## src/rtl/burst_pkg.sv

```systemverilog
package burst_pkg;
    typedef enum logic {
        ST_IDLE = 1'b0,
        ST_RUN  = 1'b1
    } burst_st_e;

    localparam logic [2:0] LEN_CODE_1    = 3'b000;
    localparam logic [2:0] LEN_CODE_2    = 3'b001;
    localparam logic [2:0] LEN_CODE_4    = 3'b010;
    localparam logic [2:0] LEN_CODE_8    = 3'b011;
    localparam logic [2:0] LEN_CODE_PAGE = 3'b111;
endpackage

```

## src/rtl/burst_len_decode.sv

```systemverilog
module burst_len_decode #(
    parameter int COL_W = 8
) (
    input  logic [2:0]       len_code,
    input  logic             interleave,
    output logic [COL_W-1:0] len_mask,
    output logic             page_mode,
    output logic             cfg_err
);
    import burst_pkg::*;

    // len_mask = burst length - 1 (the bits that move inside the burst)
    always_comb begin
        len_mask  = '0;
        page_mode = 1'b0;
        cfg_err   = 1'b0;
        case (len_code)
            LEN_CODE_1: len_mask = '0;
            LEN_CODE_2: len_mask = COL_W'(1);
            LEN_CODE_4: len_mask = COL_W'(3);
            LEN_CODE_8: len_mask = COL_W'(7);
            LEN_CODE_PAGE: begin
                if (interleave) begin
                    cfg_err = 1'b1;          // page length with XOR order
                end else begin
                    len_mask  = '1;
                    page_mode = 1'b1;
                end
            end
            default: cfg_err = 1'b1;         // reserved code, single beat
        endcase
    end
endmodule

```

## src/rtl/burst_col_calc.sv

```systemverilog
module burst_col_calc #(
    parameter int COL_W = 8
) (
    input  logic [COL_W-1:0] base_col,
    input  logic [COL_W-1:0] beat_idx,
    input  logic [COL_W-1:0] len_mask,
    input  logic             interleave,
    output logic [COL_W-1:0] col
);
    logic [COL_W-1:0] seq_sum;

    always_comb begin
        seq_sum = base_col + beat_idx;
        if (interleave) begin
            col = base_col ^ (beat_idx & len_mask);
        end else begin
            // a full mask turns this into a plain modulo-2^COL_W increment
            col = (base_col & ~len_mask) | (seq_sum & len_mask);
        end
    end
endmodule

```

## src/rtl/sdram_burst_colgen.sv

```systemverilog
module sdram_burst_colgen #(
    parameter int COL_W = 8
) (
    input  logic             clk,
    input  logic             rst_n,
    input  logic [2:0]       burst_len_code,
    input  logic             burst_interleave,
    input  logic             load,
    input  logic [COL_W-1:0] load_col,
    input  logic             step,
    input  logic             stop,
    output logic [COL_W-1:0] col_out,
    output logic             col_valid,
    output logic             last_beat,
    output logic             mode_err
);
    import burst_pkg::*;

    burst_st_e        state_q, state_d;
    logic [COL_W-1:0] base_q, beat_q, mask_q;
    logic             page_q, il_q, err_q;
    logic [COL_W-1:0] dec_mask;
    logic             dec_page, dec_err;
    logic             at_end;

    burst_len_decode #(.COL_W(COL_W)) u_dec (
        .len_code   (burst_len_code),
        .interleave (burst_interleave),
        .len_mask   (dec_mask),
        .page_mode  (dec_page),
        .cfg_err    (dec_err)
    );

    burst_col_calc #(.COL_W(COL_W)) u_calc (
        .base_col   (base_q),
        .beat_idx   (beat_q),
        .len_mask   (mask_q),
        .interleave (il_q),
        .col        (col_out)
    );

    assign at_end = (state_q == ST_RUN) && !page_q && (beat_q == mask_q);

    // next-state logic: load > stop > step
    always_comb begin
        state_d = state_q;
        unique case (state_q)
            ST_IDLE: if (load) state_d = ST_RUN;
            ST_RUN: begin
                if (load)                 state_d = ST_RUN;
                else if (stop)            state_d = ST_IDLE;
                else if (step && at_end)  state_d = ST_IDLE;
            end
        endcase
    end

    always_ff @(posedge clk or negedge rst_n) begin
        if (!rst_n) state_q <= ST_IDLE;
        else        state_q <= state_d;
    end

    always_ff @(posedge clk or negedge rst_n) begin
        if (!rst_n) begin
            base_q <= '0;
            beat_q <= '0;
            mask_q <= '0;
            page_q <= 1'b0;
            il_q   <= 1'b0;
            err_q  <= 1'b0;
        end else if (load) begin
            base_q <= load_col;
            beat_q <= '0;
            mask_q <= dec_mask;
            page_q <= dec_page;
            il_q   <= burst_interleave;
            err_q  <= dec_err;
        end else if (state_q == ST_RUN && !stop && step && !at_end) begin
            beat_q <= beat_q + COL_W'(1);
        end
    end

    // outputs
    always_comb begin
        col_valid = (state_q == ST_RUN);
        last_beat = at_end;
        mode_err  = err_q;
    end

    a_r7_stop_ends: assert property (@(posedge clk) disable iff (!rst_n)
        (stop && !load) |=> !col_valid);

    a_r8_load_beat0: assert property (@(posedge clk) disable iff (!rst_n)
        load |=> (col_valid && col_out == $past(load_col)));

    a_r11_hold: assert property (@(posedge clk) disable iff (!rst_n)
        (col_valid && !step && !stop && !load) |=> (col_valid && $stable(col_out)));

    a_r5_page_no_last: assert property (@(posedge clk) disable iff (!rst_n)
        (col_valid && page_q) |-> !last_beat);

    a_r6_last_ends: assert property (@(posedge clk) disable iff (!rst_n)
        (last_beat && step && !load) |=> !col_valid);

    a_r3_upper_fixed: assert property (@(posedge clk) disable iff (!rst_n)
        (col_valid && step && !stop && !load && !last_beat && !il_q)
        |=> (((col_out ^ $past(col_out)) & ~mask_q) == '0));

    a_r12_err_kept: assert property (@(posedge clk) disable iff (!rst_n)
        !load |=> $stable(mode_err));
endmodule

```

## config.mk

```make
export PLATFORM = sky130hd
export DESIGN_NAME = sdram_burst_colgen
export DESIGN_NICKNAME = d
export VERILOG_FILES = /design/src/rtl/burst_pkg.sv /design/src/rtl/burst_len_decode.sv /design/src/rtl/burst_col_calc.sv /design/src/rtl/sdram_burst_colgen.sv
export SDC_FILE = /design/constraint.sdc
export NUM_CORES = 1
export LEC_CHECK = 0
export ABC_AREA = 1
export ABC_CLOCK_PERIOD_IN_PS = 2400
export BUFFER_PORTS_ARGS = -buffer_cell sky130_fd_sc_hd__buf_2
export CAP_MARGIN = 15
export CORE_AREA = 2 2 61 63
export DETAILED_ROUTE_END_ITERATION = 7
export DIE_AREA = 0 0 63 65
export PLACE_DENSITY = 0.85
export SYNTH_ARGS = -nofsm -noshare
export SYNTH_HDL_FRONTEND = slang
export SYNTH_SLANG_ARGS = --single-unit
export TNS_END_PERCENT = 30
```

## constraint.sdc

```tcl
create_clock -name clk -period 2.4 [get_ports clk]
set_clock_uncertainty 0.2 [all_clocks]
set_input_delay 0.48 -clock clk [delete_from_list [all_inputs] [get_ports clk]]
set_output_delay 0.48 -clock clk [all_outputs]
set_load 0.005 [all_outputs]
```

==> impl_results.md, run 1 <==
- RePlAce Congestion: 0.898
- I/O pins: 28
- Final Hold Violating Endpoints: 0
- Share of cells above drive strength 1: 26.4%
- Syn nets: 281
- Setup violators final: 8
- Critical path's top delay family: adder cells
- Mapped Area: roughly 0.0018 mm2
- Max_cap viols: 0
- #FFs+latches synth: 23
- Peak supply drop: ~220 uV
- LEAKAGE: about 1.2 nW
- TritonCTS Buffers: 3
- Commonest non-fill, non-tap cell in the layout: nand2_1
- Fmax: between 0.3 and 0.4 GHz
- RSZ-0062 raised after global routing: true
- Worst setup SP type: flip-flop
- Clock power frac: between 20% and 30%
- Top-area cell type share of the netlist area: 31.7%
- Die H: between 60 and 70 um
- Starting density of the core: 51.9%
- Core Region: approximately 0.0035 mm2
- Fin Hold WS: 164 ps
- Drt pass-1 iters: 4
- Final setup margin: -104 ps
- Worst EP arrival: ~1800 ps
- Drt drc: 0
- Die width: roughly 63 um
- Distinct cells, synth: 25
- Worst hold path class: primary input to flip-flop
- Final worst-path cycle share: 104%
- Sw Share: between 30% and 40%
- Hpwl dp: between 2000 and 3000 um
- Routed len/inst: 12.6 um
- Sink Count: 23
- Power Internal: 594 uW
- Largest net degree at the start of global routing: 26
- Max Slew Vio Count: 0
- Post-route ant nets: 0
- Max_slew headroom: around two thirds
- Clk pin slew, worst setup/hold paths: about 130 ps
- Detailed Route WL: 4220 um
- First DRT Iteration DRCs: 102
- CP max stage cell: dfrtp_1
- Vias in the first global route: 1639
- Clock latency on the worst-skew pair: approximately 320 ps
- Root Driver: clkbuf_4
- Combinational share of power: around 30%
- Total global-route track usage: a little under a quarter
- Critical path class: flip-flop to output pin
- CP endpoint kind: output pin
- Cell Chain, Critical Path: ha_2 -> inv_2 -> fa_2 -> nor2_2 -> nor2_1 -> nand2_1 -> nand3_1 -> nand2_1 -> o21ai_1 -> buf_2
- Vias: 1728
- N_diodes: 0
- I/O Buffers: 27
- Failing checks: negative setup slack
- Worst Path Buf+Inv: 2
- Yosys top cell by area: dfrtp_1
- Critical Path RT: ~1700 ps
- Slowest stage delay, CP: 380 ps
- CTS tree: yes
- Sw power: between 200 and 300 uW
- Run status: finished, violations left
- Cells after DPL: around 320
- Worst-margin pin slew: 507 ps
- Area growth from synthesis to layout: 23.4%
- YS warnings: 0
- Full die area: between 0.004 and 0.005 mm2
- Ranking of synthesized cells by area: dfrtp_1 (32%), nand2_1 (16%), ha_1 (11%), inv_1 (6.0%), nand3_1 (5.2%)
- Global-route wire length before repair: about 7300 um
- Mapped Cells: 247
- Pwr Density: 399 mW/mm2
- Final-stage net count: 323
- Crit path top cell by count: nand2_1
- Post-synthesis sequential area ratio: 31.7%
- H-tree depth: 1
- Synth Area per Inst: 7.35 um2
- Remaining global-route overflow: 0
- Fin cells: 336
- Initial antenna violation count: 0
- Commonest cells after routing, fill and taps aside: nand2_1 (71), inv_1 (27), buf_2 (27)
- Sequential share of power: 49.4%
- Crit Path Max Fanout: 2
- DR vias/cell: approximately 5.1
- Pre-CTS setup slack: 107 ps
- Number of core rows: 22
- Minimum clock period: ~2500 ps
- Worst-case clock buffer depth: 2
==> area by class of cell <==
cell class | instances | area (um2)
clock inverter | 1 | 7.51
sequential | 23 | 581
fill | 301 | 1260
timing repair buffer | 41 | 243
tap | 48 | 60.1
inverter | 31 | 119
multi-input combinational | 189 | 1210
clock buffer | 3 | 22.5
==> metal layers <==
| metal | GRT usage (%) | vias up | part of all wire (%) |
|---|---|---|---|
| met3 | 2.26 | 15 | 5.2 |
| met4 | 10.8 | 0 | 3.1 |
| met5 | 0 | - | 0 |
| met2 | 39.4 | 46 | 50 |
| met1 | 28.6 | 782 | 42 |
| li1 | - | 885 | - |
==> through the flow <==
step	utilization [%]	cell area (um2)	TNS [ps]	power, mW
3_5_place_dp	58.0	2030	0	0.680
4_1_cts	62.6	2190	-681	0.891
2_1_floorplan	-	1810	0	0.595
3_3_place_gp	58.0	2030	0	0.674
6_report	64.1	2240	-647	0.894
5_1_grt	64.1	2240	-1720	0.957
==> sequential cells by signal, indices dropped and copies added (netlist names) <==
| signal | cells |
|---|---|
| beat_q | 8 |
| base_q | 8 |
| mask_q | 4 |
| mode_err | 1 |
| il_q | 1 |
| col_valid | 1 |
==> worst reg2reg max path: cells and delay by family, from the launching register on <==
kind	cells	cell delay, ps
flip-flops	1	440
AND/OR/NAND/NOR	7	790
adder cells (fa/ha/maj)	1	300
buffers and inverters	1	180
==> cell usage after synthesis <==
cell type	count
nand2_1	75
inv_1	29
dfrtp_1	23
nand3_1	19
nor2_1	17
ha_1	16
a21oi_1	11
o21ai_1	11
o21ai_0	10
xor2_1	7
xnor2_1	5
buf_2	4
nand3b_1	4
nor2_8	3
o22ai_1	2
or2_1	2
fa_1	1
inv_2	1
inv_4	1
nand2_2	1
nand4_1	1
nand4_4	1
o21bai_1	1
o2bb2ai_1	1
o32ai_1	1
==> final timing paths <==
check                            start    endpoint  slack, ps  depth (start not counted)
setup / recovery             beat_q[0]  col_out[4]       -100                         10
hold / removal             load_col[1]   base_q[1]        160                          3
setup reg to reg             beat_q[2]   beat_q[5]        450                          9
hold reg to reg               mode_err    mode_err        320                          2
max in group asynchronous        rst_n   beat_q[6]       1180                          2
min in group asynchronous        rst_n    mode_err        450                          2
==> cells by family (layout without fill, tap and decap cells) <==
logic type	after synthesis	after routing	share of synthesized area, %
flip-flops	23	23	31.7
buffers and inverters	35	76	7.65
AO/OA/AOI/OAI	37	37	10.9
AND/OR/NAND/NOR	123	123	31.8
adder cells (fa/ha/maj)	17	17	12.1
XOR/XNOR	12	12	5.79
==> timing repair <==
action	CTS	global route
pin swaps	6	1
endpoints found under the setup margin	8	9
buffers inserted	6	2
hold buffers	1	0
hold endpoints to repair	23	0
gates resized for setup	20	7
==> power by group through the flow <==
stage / registers (mW) / logic, mW / clock network [mW]
3_5_place_dp: 0.447 / 0.234 / 0
5_1_grt: 0.444 / 0.303 / 0.210
6_report: 0.441 / 0.268 / 0.185
4_1_cts: 0.440 / 0.257 / 0.194
3_3_place_gp: 0.446 / 0.228 / 0
2_1_floorplan: 0.441 / 0.154 / 0
(Power assumes the default switching activity.)
==> run 2, diff against run 1 <==
SETUP_SLACK_MARGIN = 0.5   (was unset)
==> impl_results.md, run 2 (same netlist as run 1, synthesis figures left out) <==
- Worst EP arrival: 1860 ps (was 1820 ps)
- Sum of negative setup slack: -792 ps (was -647 ps)
- LEAKAGE: 1.18 nW (about the same)
- Commonest cells after routing, fill and taps aside: nand2_1 (72), buf_2 (27), inv_1 (26) (was nand2_1 (71), inv_1 (27), buf_2 (27))
- Filler cells: 287 (was 301)
- Max_cap viols: 0 (unchanged)
- Hpwl dp: 3080 um (was 3000 um)
- Routed len/inst: 13.8 um (was 12.6 um)
- CP endpoint kind: output pin (unchanged)
- Cell Chain, Critical Path: ha_2 -> inv_2 -> fa_2 -> inv_2 -> nand2_1 -> nand2_1 -> o22ai_1 -> nand2_1 -> o21ai_1 -> buf_2 (was ha_2 -> inv_2 -> fa_2 -> nor2_2 -> nor2_1 -> nand2_1 -> nand3_1 -> nand2_1 -> o21ai_1 -> buf_2)
- Drt drc: 0 (unchanged)
- Post-route cell area: 0.00229 mm2 (was 0.00224 mm2)
- Global-route wire length before repair: 7810 um (was 7330 um)
- Number of core rows: 22 (unchanged)
- Placed inst area: 0.00203 mm2 (about the same)
- Share of cells above drive strength 1: 27.9% (was 26.4%)
- Sink Count: 23 (unchanged)
- Pre-CTS setup slack: 144 ps (was 107 ps)
- Die H: 65 um (unchanged)
- Peak supply drop: 198 uV (was 224 uV)
- I/O pins: 28 (unchanged)
- Commonest non-fill, non-tap cell in the layout: nand2_1 (unchanged)
- Final worst-path cycle share: 106% (was 104%)
- Pwr Density: 401 mW/mm2 (was 399 mW/mm2)
- R2R cell count: 8 (was 9)
- Area of the multi-input gates: 0.00124 mm2 (was 0.00121 mm2)
- CTS tree: yes (unchanged)
- Total global-route track usage: 24.5% (was 22.8%)
- Final setup margin: -144 ps (was -104 ps)
- Worst setup SP type: flip-flop (unchanged)
- Worst Path Buf+Inv: 3 (was 2)
- Critical Path RT: 1720 ps (about the same)
- DR vias/cell: 5.41 (was 5.14)
- Vias in the first global route: 1761 (was 1639)
- Clock latency on the worst-skew pair: 330 ps (was 320 ps)
- Die width: 63 um (unchanged)
- Vias: 1828 (was 1728)
- Cells after DPL: 323 (unchanged)
- Final-stage net count: 325 (was 323)
- Drt pass-1 iters: 4 (unchanged)
- Max Slew Vio Count: 0 (unchanged)
- N_diodes: 0 (unchanged)
- TritonCTS Buffers: 3 (unchanged)
- Hold Crit Depth: 3 (unchanged)
- Core Region: 0.00350 mm2 (unchanged)
- RSZ-0062 raised after global routing: true (unchanged)
- Clk pin slew, worst setup/hold paths: 140 ps (was 130 ps)
- Critical path class: flip-flop to output pin (unchanged)
- RePlAce Congestion: 0.904 (was 0.898)
- Post-route ant nets: 0 (unchanged)
- Slowest stage delay, CP: 380 ps (about the same)
- Root Driver: clkbuf_4 (unchanged)
- Full die area: 0.00410 mm2 (unchanged)
- Final Hold Violating Endpoints: 0 (unchanged)
- Area growth from synthesis to layout: 26.0% (was 23.4%)
- Detailed Route WL: 4650 um (was 4220 um)
- Failing checks: negative setup slack (unchanged)
- Fmax: 0.393 GHz (was 0.399 GHz)
- H-tree depth: 1 (unchanged)
- Max_slew headroom: 63.6% (was 66.2%)
- Worst hold path class: primary input to flip-flop (unchanged)
- Top flop regs: base_q x8, beat_q x8, mask_q x4 (unchanged)
- WP depth: 10 (unchanged)
- Critical path's top delay family: adder cells (unchanged)
- Remaining global-route overflow: 0 (unchanged)
- I/O Buffers: 27 (unchanged)
- CP max stage cell: dfrtp_1 (unchanged)
- Crit path top cell by count: nand2_1 (unchanged)
- Worst-case clock buffer depth: 2 (unchanged)
- Crit Path Max Fanout: 3 (was 2)
- Run status: finished, violations left (unchanged)
- Setup violators final: 8 (unchanged)
- Largest net degree at the start of global routing: 26 (unchanged)
- Register area: 582 um2 (was 581 um2)
- Starting density of the core: 51.9% (unchanged)
- Fin cells: 338 (was 336)
- Worst-margin pin slew: 546 ps (was 507 ps)
- Initial antenna violation count: 0 (unchanged)
- Minimum clock period: 2540 ps (was 2500 ps)
- First DRT Iteration DRCs: 104 (was 102)
## run 2: through the flow
| step | total power [mW] | utilization, % | hold WS, ps |
|---|---|---|---|
| 2_1_floorplan | 0.596 | - | -15.6 |
| 3_3_place_gp | 0.675 | 58.1 | 277 |
| 3_5_place_dp | 0.684 | 58.1 | 289 |
| 4_1_cts | 0.898 | 63.3 | 153 |
| 5_1_grt | 0.967 | 65.4 | 149 |
| 6_report | 0.916 | 65.4 | 153 |
## run 2: layout make-up
cell class	instances	share of cell area [%]
clock inverters	1	0.219
clock buffers	3	0.985
repair buffers	43	11.4
flip-flops and latches	23	25.5
inverters	31	5.20
well taps	48	2.63
multi-input cells	189	54.1
## run 2: timing repair
action | 4_1_cts | 5_1_grt
hold buffers | 1 | 0
endpoints found under the hold margin | 23 | 0
cloned | 0 | 0
buffers inserted | 8 | 2
gates resized for setup | 19 | 7
pin swaps | 5 | 8
endpoints found under the setup margin | 18 | 17
## run 2: power by group
| part | internal (mW) | leakage (nW) | switching (mW) | total, mW |
|---|---|---|---|---|
| Sequential | 0.411 | 0.288 | 0.0316 | 0.443 |
| Combinational | 0.128 | 0.875 | 0.155 | 0.283 |
| Clock | 0.0625 | 0.0177 | 0.127 | 0.190 |
## run 2: worst paths after layout
path | slack, ps | startpoint | endpoint
worst max-delay path | -140 | beat_q[0] | col_out[2]
worst min-delay path | 150 | load_col[0] | base_q[0]
worst max register to register | 480 | mask_q[6] | beat_q[2]
worst min register to register | 320 | mode_err | mode_err
max in group asynchronous | 1150 | rst_n | beat_q[6]
min in group asynchronous | 450 | rst_n | mode_err
## run 2: layer usage
layer | up-vias | GRT usage (%) | part of all wire, %
met5 | - | 0 | 0
met4 | 0 | 11.1 | 2.8
met3 | 12 | 2.60 | 5.6
met2 | 58 | 44.0 | 51
met1 | 871 | 29.6 | 40
li1 | 887 | - | -
## run 2: worst reg2reg max path, stage by stage, from the launching register on
cell     delay (ps)
dfrtp_2         510
ha_1            320
nor2_2          170
nand4_4         140
nor2_8          170
nor2_8           80
nor2_8          140
nand2_1          70
nand2_1          60
==> run 3, diff against run 2 <==
TNS_END_PERCENT = 10   (was 30)
==> impl_results.md, run 3 (same netlist as run 1, synthesis figures left out) <==
- Final setup margin: -177 ps (was -144 ps)
- Final worst-path cycle share: 107% (was 106%)
- CP max stage cell: dfrtp_1 (unchanged)
- Initial antenna violation count: 0 (unchanged)
- RePlAce Congestion: 0.911 (was 0.904)
- Fin cells: 336 (was 338)
- Largest net degree at the start of global routing: 26 (unchanged)
- H-tree depth: 1 (unchanged)
- Sink Count: 23 (unchanged)
- Worst-case clock buffer depth: 2 (unchanged)
- Root Driver: clkbuf_4 (unchanged)
- Remaining global-route overflow: 0 (unchanged)
- Worst-margin pin slew: 541 ps (was 546 ps)
- Sum of negative setup slack: -890 ps (was -792 ps)
- Detailed Route WL: 4570 um (was 4650 um)
- Setup violators final: 8 (unchanged)
- First DRT Iteration DRCs: 119 (was 104)
- Total global-route track usage: 24.7% (was 24.5%)
- Worst setup SP type: flip-flop (unchanged)
- Vias in the first global route: 1782 (was 1761)
- Final-stage net count: 323 (was 325)
- Commonest cells after routing, fill and taps aside: nand2_1 (71), buf_2 (27), inv_1 (25) (was nand2_1 (72), buf_2 (27), inv_1 (26))
- Number of core rows: 22 (unchanged)
- Worst Setup SP: beat_q[0] (unchanged)
- Global-route wire length before repair: 7850 um (was 7810 um)
- DR vias/cell: 5.27 (was 5.41)
- R2r startpoint: mask_q[6] (unchanged)
- Core Region: 0.00350 mm2 (unchanged)
- Crit Path Max Fanout: 3 (unchanged)
- Failing checks: negative setup slack (unchanged)
- Pwr Density: 402 mW/mm2 (was 401 mW/mm2)
- Clk pin slew, worst setup/hold paths: 150 ps (was 140 ps)
- Post-route ant nets: 0 (unchanged)
- LEAKAGE: 1.17 nW (was 1.18 nW)
- Full die area: 0.00410 mm2 (unchanged)
- I/O Buffers: 27 (unchanged)
- Worst hold path class: primary input to flip-flop (unchanged)
- Routed len/inst: 13.6 um (was 13.8 um)
- Critical path's top delay family: adder cells (unchanged)
- Max Slew Vio Count: 0 (unchanged)
- Final Util: 65.4% (about the same)
- RSZ-0062 raised after global routing: true (unchanged)
- N_diodes: 0 (unchanged)
- Slowest stage delay, CP: 390 ps (was 380 ps)
- Max_cap viols: 0 (unchanged)
- Starting density of the core: 51.9% (unchanged)
- TritonCTS Buffers: 3 (unchanged)
- Die width: 63 um (unchanged)
- Clock latency on the worst-skew pair: 340 ps (was 330 ps)
- Post-route cell area: 0.00228 mm2 (was 0.00229 mm2)
- HP Start: load_col[0] (unchanged)
- Minimum clock period: 2580 ps (was 2540 ps)
- Fmax: 0.388 GHz (was 0.393 GHz)
- Placed inst area: 0.00203 mm2 (unchanged)
- Fin Hold WS: 141 ps (was 153 ps)
- Drt drc: 0 (unchanged)
- Drt pass-1 iters: 4 (unchanged)
- Worst EP arrival: 1900 ps (was 1860 ps)
- Area growth from synthesis to layout: 25.9% (was 26.0%)
- I/O pins: 28 (unchanged)
- Vias: 1772 (was 1828)
- Worst Path Buf+Inv: 3 (unchanged)
- Run status: finished, violations left (unchanged)
- Die H: 65 um (unchanged)
- Peak supply drop: 218 uV (was 198 uV)
- Commonest non-fill, non-tap cell in the layout: nand2_1 (unchanged)
- Max_slew headroom: 63.9% (was 63.6%)
- Critical Path RT: 1720 ps (about the same)
- Final Hold Violating Endpoints: 0 (unchanged)
- Critical path class: flip-flop to output pin (unchanged)
- Share of cells above drive strength 1: 29.2% (was 27.9%)
- Cell Chain, Critical Path: ha_2 -> inv_2 -> fa_2 -> inv_2 -> nand2_1 -> nand2_1 -> o22ai_2 -> nand2_1 -> o21ai_1 -> buf_2 (was ha_2 -> inv_2 -> fa_2 -> inv_2 -> nand2_1 -> nand2_1 -> o22ai_1 -> nand2_1 -> o21ai_1 -> buf_2)
- CTS tree: yes (unchanged)
- Hpwl dp: 3020 um (was 3080 um)
- CP endpoint kind: output pin (unchanged)
- Top flop regs: base_q x8, beat_q x8, mask_q x4 (unchanged)
- Crit path top cell by count: nand2_1 (unchanged)
- Cells after DPL: 323 (unchanged)
[run 3: cell types whose count changed in the layout (fill, tap and decap cells not counted), sizes merged]
cell	previous run	this run
buf	42	40
clkinvlp	0	2
clkinv	1	0
inv	31	30
[run 3: layout make-up]
type                       instances  area, um2
tap                               48       60.1
fill                             290       1210
sequential                        23        583
inverter                          31        123
clock inverter                     1       7.51
timing repair buffer              41        246
clock buffer                       3       22.5
multi-input combinational        189       1240
[run 3: timing repair]
action | in CTS | in global routing
gates resized for setup | 24 | 8
setup endpoints to repair | 18 | 17
setup buffers | 7 | 1
endpoints found under the hold margin | 23 | 0
pin swaps | 6 | 9
hold buffers | 1 | 0
[run 3: report_power, final]
| group | internal [mW] | total [mW] | switching, mW |
|---|---|---|---|
| registers | 0.412 | 0.444 | 0.0318 |
| logic | 0.122 | 0.274 | 0.152 |
| clock network | 0.0640 | 0.200 | 0.136 |
[run 3: metal layers]
metal | track usage [%] | vias to the layer above | wire length, um
met3 | 2.26 | 5 | 127
li1 | - | 886 | -
met1 | 29.6 | 848 | 1970
met2 | 44.9 | 33 | 2400
met5 | 0 | - | 0
met4 | 10.6 | 0 | 74
[run 3: worst paths after layout]
path	to	slack (ps)	cells after the start
max in group asynchronous	beat_q[6]	1170	2
min in group asynchronous	mode_err	430	2
worst max-delay path	col_out[2]	-180	10
worst min register to register	mode_err	310	2
worst min-delay path	base_q[0]	140	3
worst max register to register	beat_q[6]	490	8
[run 3: per-stage QoR]
stage                     power [mW]  setup WS [ps]
after floorplan                0.596            360
after global placement         0.674            176
after detailed placement       0.682            152
after CTS                      0.912           -113
after global routing           0.985           -319
final                          0.918           -177
[run 3: worst register-to-register path: stages (launching register included)]
cell	delay [ps]
dfrtp_2	540
ha_1	300
nor2_1	130
nand3_2	140
nor2_8	170
nor2_8	80
nor2_8	140
nand2_1	70
nand2_1	60
